File: config.mk
export PLATFORM = sky130hd
export DESIGN_NAME = supply_guard
export DESIGN_NICKNAME = d
export VERILOG_FILES = /design/src/rtl/supply_guard_pkg.sv /design/src/rtl/sg_trip_sel.sv /design/src/rtl/sg_level_cmp.sv /design/src/rtl/supply_guard.sv
export SDC_FILE = /design/constraint.sdc
export NUM_CORES = 1
export LEC_CHECK = 0
export BUFFER_PORTS_ARGS = -buffer_cell sky130_fd_sc_hd__buf_4
export CAP_MARGIN = 20
export CORE_ASPECT_RATIO = 1.25
export CORE_MARGIN = 3
export CORE_UTILIZATION = 28
export CTS_CLUSTER_SIZE = 14
export DETAILED_ROUTE_END_ITERATION = 10
export PLACE_DENSITY = 0.56
export SYNTH_ARGS = -nofsm -noshare
export SYNTH_HDL_FRONTEND = slang
export SYNTH_HIERARCHICAL = 1
export SYNTH_SLANG_ARGS = --single-unit
File: constraint.sdc
create_clock -name clk -period 5.5 [get_ports clk]
set_input_delay 1.1 -clock clk [delete_from_list [all_inputs] [get_ports clk]]
set_output_delay 1.1 -clock clk [all_outputs]
set_load 0.05 [all_outputs]
File: src/rtl/supply_guard_pkg.sv
package supply_guard_pkg;

    typedef struct packed {
        logic below;
        logic rreq;
    } sg_state_t;

endpackage

File: src/rtl/sg_trip_sel.sv
module sg_trip_sel #(
    parameter int LVL_W   = 8,
    parameter int HI_FALL = 180,
    parameter int HI_RISE = 190,
    parameter int LO_FALL = 100,
    parameter int LO_RISE = 108
) (
    input  logic             hi_range,
    output logic [LVL_W-1:0] fall_lvl,
    output logic [LVL_W-1:0] rise_lvl
);
    localparam logic [LVL_W-1:0] HF = LVL_W'(HI_FALL);
    localparam logic [LVL_W-1:0] HR = LVL_W'(HI_RISE);
    localparam logic [LVL_W-1:0] LF = LVL_W'(LO_FALL);
    localparam logic [LVL_W-1:0] LR = LVL_W'(LO_RISE);

    always_comb begin
        fall_lvl = hi_range ? HF : LF;
        rise_lvl = hi_range ? HR : LR;
    end
endmodule

File: src/rtl/sg_level_cmp.sv
module sg_level_cmp #(
    parameter int LVL_W = 8
) (
    input  logic [LVL_W-1:0] level,
    input  logic [LVL_W-1:0] fall_lvl,
    input  logic [LVL_W-1:0] rise_lvl,
    output logic             is_low,
    output logic             is_high
);
    always_comb begin
        is_low  = level < fall_lvl;
        is_high = level > rise_lvl;
    end
endmodule

File: src/rtl/supply_guard.sv
module supply_guard
    import supply_guard_pkg::*;
#(
    parameter int LVL_W   = 8,
    parameter int HI_FALL = 180,
    parameter int HI_RISE = 190,
    parameter int LO_FALL = 100,
    parameter int LO_RISE = 108
) (
    input  logic             clk,
    input  logic             rst,
    input  logic [LVL_W-1:0] level_i,
    input  logic             cfg_pwr_off,
    input  logic             cfg_rst_off,
    input  logic             cfg_stop_run,
    input  logic             cfg_hi_range,
    input  logic             stop_i,
    output logic             low_flag_o,
    output logic             rst_req_o,
    output logic             rst_pin_n_o
);
    logic [LVL_W-1:0] fall_lvl;
    logic [LVL_W-1:0] rise_lvl;
    logic             is_low;
    logic             is_high;
    logic             run;
    sg_state_t        st_d, st_q;

    sg_trip_sel #(
        .LVL_W(LVL_W), .HI_FALL(HI_FALL), .HI_RISE(HI_RISE),
        .LO_FALL(LO_FALL), .LO_RISE(LO_RISE)
    ) u_trip (
        .hi_range(cfg_hi_range),
        .fall_lvl(fall_lvl),
        .rise_lvl(rise_lvl)
    );

    sg_level_cmp #(.LVL_W(LVL_W)) u_cmp (
        .level   (level_i),
        .fall_lvl(fall_lvl),
        .rise_lvl(rise_lvl),
        .is_low  (is_low),
        .is_high (is_high)
    );

    always_comb begin
        run  = !cfg_pwr_off && (!stop_i || cfg_stop_run);
        st_d = st_q;
        if (cfg_pwr_off) begin
            st_d = '0;
        end else if (run) begin
            if (is_low)       st_d.below = 1'b1;
            else if (is_high) st_d.below = 1'b0;
            if (cfg_rst_off)  st_d.rreq  = 1'b0;
            else if (is_low)  st_d.rreq  = 1'b1;
            else if (is_high) st_d.rreq  = 1'b0;
        end else if (cfg_rst_off) begin
            st_d.rreq = 1'b0;
        end
    end

    always_ff @(posedge clk) begin
        if (rst) st_q <= '0;
        else     st_q <= st_d;
    end

    assign low_flag_o  = st_q.below;
    assign rst_req_o   = st_q.rreq;
    assign rst_pin_n_o = ~st_q.rreq;
endmodule

Word-level counts from Yosys, hierarchy flattened
Cells that the tools add are included.
Storage, ports and cells
  bits in registers: 2
  latch bits: 0
  bits in writable memories: 0
  memory bits (read-only): 0
  output and inout bits: 3
  memories kept: 0
Operators by class
  add/subtract/negate cells: 0
  multiply operators: 0
  divide/modulo/power cells: 0
  $lt $le $gt $ge: 2
  equal/unequal tests: 0
  shifts and indexed selects: 0
  mux-type cells: 7
  bitwise logic cells: 1
  reductions and logical operators: 10
Operator list (number)
  $mux 8: 2
  $gt 8x8->1: 1
  $lt 8x8->1: 1
  $mux 1: 5
  $reduce_and 2->1: 2
  $reduce_bool 2->1: 2
  $reduce_bool 3->1: 1
  $logic_not 1->1: 2
  $reduce_or 2->1: 1
  $logic_and 1x1->1: 1
  $logic_or 1x1->1: 1
  $not 1->1: 1

Longest topological paths before layout
  depth in word-level cells: 6
  depth in mapped cells: 10
  gate-level depth less buffers: 9

Modules after synthesis
Netlist, hierarchy kept.
Modules (own cells, without submodules)
  sg_level_cmp: times used 1, cells an instance 49, area each 375.4 um2, sequential area each 0.0 um2
  sg_trip_sel: times used 1, cells an instance 18, area each 123.9 um2, sequential area each 0.0 um2
  supply_guard: times used 1, cells an instance 10, area each 107.6 um2, sequential area each 40.0 um2

Worst setup path before layout
Ideal clock, no wire load.
  kind: in2reg
  start point: input port cfg_hi_range
  end point: register st_q, in the netlist rst_req_o
  setup time: 0.103 ns
  arrival time: 2.533 ns
  data required time: 5.397 ns
  slack: 2.864 ns
  stages: 8
  buffers on the path: 1
  cells stage by stage: buf_4 > inv_1 > ha_1 > a21oi_1 > o21ai_1 > a41oi_1 > or3b_4 > a2111oi_2
On the way
  word-level cells in the longest chain between the ends: 5
RTL lines
  from (decl): RTL line supply_guard.sv:16  | input logic cfg_hi_range,
  $mux 8 (*): RTL line sg_trip_sel.sv:18  | fall_lvl = hi_range ? HF : LF;
  $lt 8x8->1 (*): RTL line sg_level_cmp.sv:11  | is_low = level < fall_lvl;
  via is_low: RTL line supply_guard.sv:24  | logic is_low;
  $mux 1: RTL line supply_guard.sv:55  | else if (is_low) st_d.rreq = 1'b1;
  $mux 1: RTL line supply_guard.sv:54  | if (cfg_rst_off) st_d.rreq = 1'b0;
  $mux 1: RTL line supply_guard.sv:51  | end else if (run) begin
  to (signal assigned): RTL line supply_guard.sv:64  | else st_q <= st_d;
  to (decl): RTL line supply_guard.sv:27  | sg_state_t st_d, st_q;
Mark *: on every way through the listed nets, which the timed path passes. The rest lies on a longest branch.
A chain may end at the register's enable or synchronous reset.

Final worst setup path
  start point: input port cfg_hi_range
  end point: register st_q, in the netlist rst_req_o
On the way
  word-level cells in the longest chain between the ends: 5
RTL lines
  $mux 8 (*): RTL line sg_trip_sel.sv:18
  via fall_lvl[6]: RTL line supply_guard.sv:22  | logic [LVL_W-1:0] fall_lvl;
  $lt 8x8->1 (*): RTL line sg_level_cmp.sv:11
  via is_low: RTL line supply_guard.sv:24
  $mux 1: RTL line supply_guard.sv:55
  $mux 1: RTL line supply_guard.sv:54
  $mux 1: RTL line supply_guard.sv:51
Marks and branches as above.

==> run metrics <==
status=finished, final reports clean; Setup WS post-layout=between 2000 and 3000 ps; GR Util met2=0.1494; gr usage total=0.08487; GR Layer Usage met1=0.09328; CP startpoint kind=input port; RSZ-0062 raised after global routing=no; grt ovf=0; Leakage=approximately 0.42 nW; port bufs=17; clk sinks=2; via/cell ratio=4.376; clock network power share=0.353; Syn Area/Cell=between 7 and 8 µm²; Max Fanout on Critical Path=6; antenna violations before repair=0; most frequent cells in the layout=inv_1, buf_4, ha_1, conb_1, a21oi_1; area of the multi-input gates=between 400 and 500 µm²; Synth Register Bits=2; CTS tree=built; Bufs on Longest Clock Path=2; Max IR drop VDD=0.08970 mV; fin crit share=0.4707; Clk pin slew, worst setup/hold paths=around 30 ps; setup TNS=0 ps; GP Congestion=0.7416; ratio of cells with drive above 1 in the final layout=0.2809; Unique masters post-synth=22; shortest period the worst path allows=about 2600 ps; Final nets=121; Hold WS=495.0 ps; Ys Warns=6; most used routing layer=met2; CP required=around 5600 ps; register area=between 40 and 50 µm²; Cells after Synth=77; Fill cells=230; hold path depth=2; IO Count=18; pre-CTS setup slack=2649 ps; setup violators final=0; first-pass GRT wire length=between 1500 and 2000 µm; worst setup path category=in -> reg; TritonRoute pass-1 iters=2; register share of total power=0.171; met3 Usage GRT=0; total of max-cap violations=0; r2r worst-path depth=2; CTS buffer count=3; Final Cell Area=~700 µm²; Mapped Area=approximately 610 µm²; ant diodes=0; largest net degree at the start of global routing=7; DP HPWL=approximately 1000 µm; Detail Route Antenna Nets=0; Crit. End Element=flop; drt total wl=between 1000 and 1500 µm; Routed WL per cell=just under 10 µm; HP Class=reg -> reg; PD cells=about 130 nW/µm²; Die Span Y=a little under 60 µm; initial drt markers=1; Logic pwr share=0.475; Net Switching=0.02883 mW; initial core utilization=0.2994; Int Power=approximately 0.061 mW; Clock Skews=0 ps; Site Rows=18; total core area=2027 µm²; sequential-to-total area share from yosys stat=0.06598; vias=477; Worst-Skew Late Latency=approximately 220 ps; Hold Fails Final Rpt=0; CTS root buf=clkbuf_4; Final Max Slew Viols=0; vias in the first global route=470; chip width=about 48 µm; CTS Hold Buffers Added=0; PostCTS Resize Cnt=0; Layout area overhead=14.64%; Sw Share=0.3204; post-place instance area=a little under 700 µm²; Setup Fix Bufs, Post-CTS=0; Worst EP arrival=2700 ps; drc violations=0; Die Area=approximately 2800 µm²; htree depth=1; highest clock rate=~0.39 GHz
-- layer usage --
metal	wire, µm	share of wire	vias up
met2	628	0.59	6
li1	-	-	261
met4	0	0	0
met1	396	0.37	210
met5	0	0	-
met3	38	0.036	0
-- state kept, by name, indices dropped and copies added, names as in the netlist --
| register | count |
|---|---|
| low_flag_o | 1 |
| rst_req_o | 1 |
-- cells by family (layout without fill, tap and decap cells) --
group	after synthesis	after routing	synth area share
buf+inv	32	37	0.2907
compound gates	18	18	0.2103
fa+ha+maj	15	15	0.3093
simple gates	8	8	0.1113
other cells	2	9	0.01238
flops	2	2	0.06598
-- worst paths after layout --
kind / slack (ps) / start / endpoint
max: 2910 / cfg_hi_range / rst_req_o
min reg2reg: 500 / low_flag_o / low_flag_o
max reg2reg: 4580 / rst_req_o / rst_req_o
min: 500 / low_flag_o / low_flag_o
-- power by group through the flow --
stage | clock network (mW) | logic, mW | registers [mW]
finish | 0.0318 | 0.0428 | 0.0154
global route | 0.0344 | 0.0489 | 0.0155
CTS | 0.0340 | 0.0429 | 0.0154
detailed placement | 0 | 0.0426 | 0.0156
global placement | 0 | 0.0416 | 0.0156
floorplan | 0 | 0.0328 | 0.0172
-- cell type report --
type / count / area share
clock buffer: 3 / 0.03237
inverter: 17 / 0.09173
multi-input combinational: 50 / 0.5989
sequential: 2 / 0.05755
tap: 20 / 0.03597
timing repair buffer: 17 / 0.1835
-- critical path, stage by stage --
cell	delay (ps)
buf_4	130
inv_1	70
inv_1	40
ha_1	180
a21o_1	150
a21o_1	160
a41oi_1	140
or3b_4	410
a2111oi_2	310
-- Yosys cell counts --
cell | count | area [µm²]
a21oi_1 | 5 | 25.02
ha_1 | 15 | 187.7
o211ai_1 | 2 | 15.01
o22a_1 | 1 | 8.760
a211oi_2 | 1 | 12.51
o21ai_0 | 1 | 5.000
a41oi_1 | 1 | 8.760
inv_1 | 17 | 63.81
nor2b_4 | 1 | 13.76
nand2_1 | 1 | 3.750
a21o_1 | 2 | 15.01
nand2b_4 | 1 | 13.76
o21ai_1 | 3 | 15.01
a211oi_1 | 1 | 7.510
nand2b_1 | 1 | 6.260
conb_1 | 2 | 7.510
buf_4 | 15 | 112.6
a2111oi_2 | 1 | 15.01
nor2b_1 | 1 | 6.260
nand4_1 | 2 | 12.51
dfxtp_1 | 2 | 40.04
or3b_4 | 1 | 11.26
-- stage by stage --
stage	instances	power, mW	util
floorplan	84	0.04995	-
global placement	106	0.05721	0.3321
detailed placement	106	0.05816	0.3321
CTS	109	0.09226	0.3432
global route	109	0.09870	0.3432
finish	109	0.08997	0.3432
(Power assumes the default switching activity.)
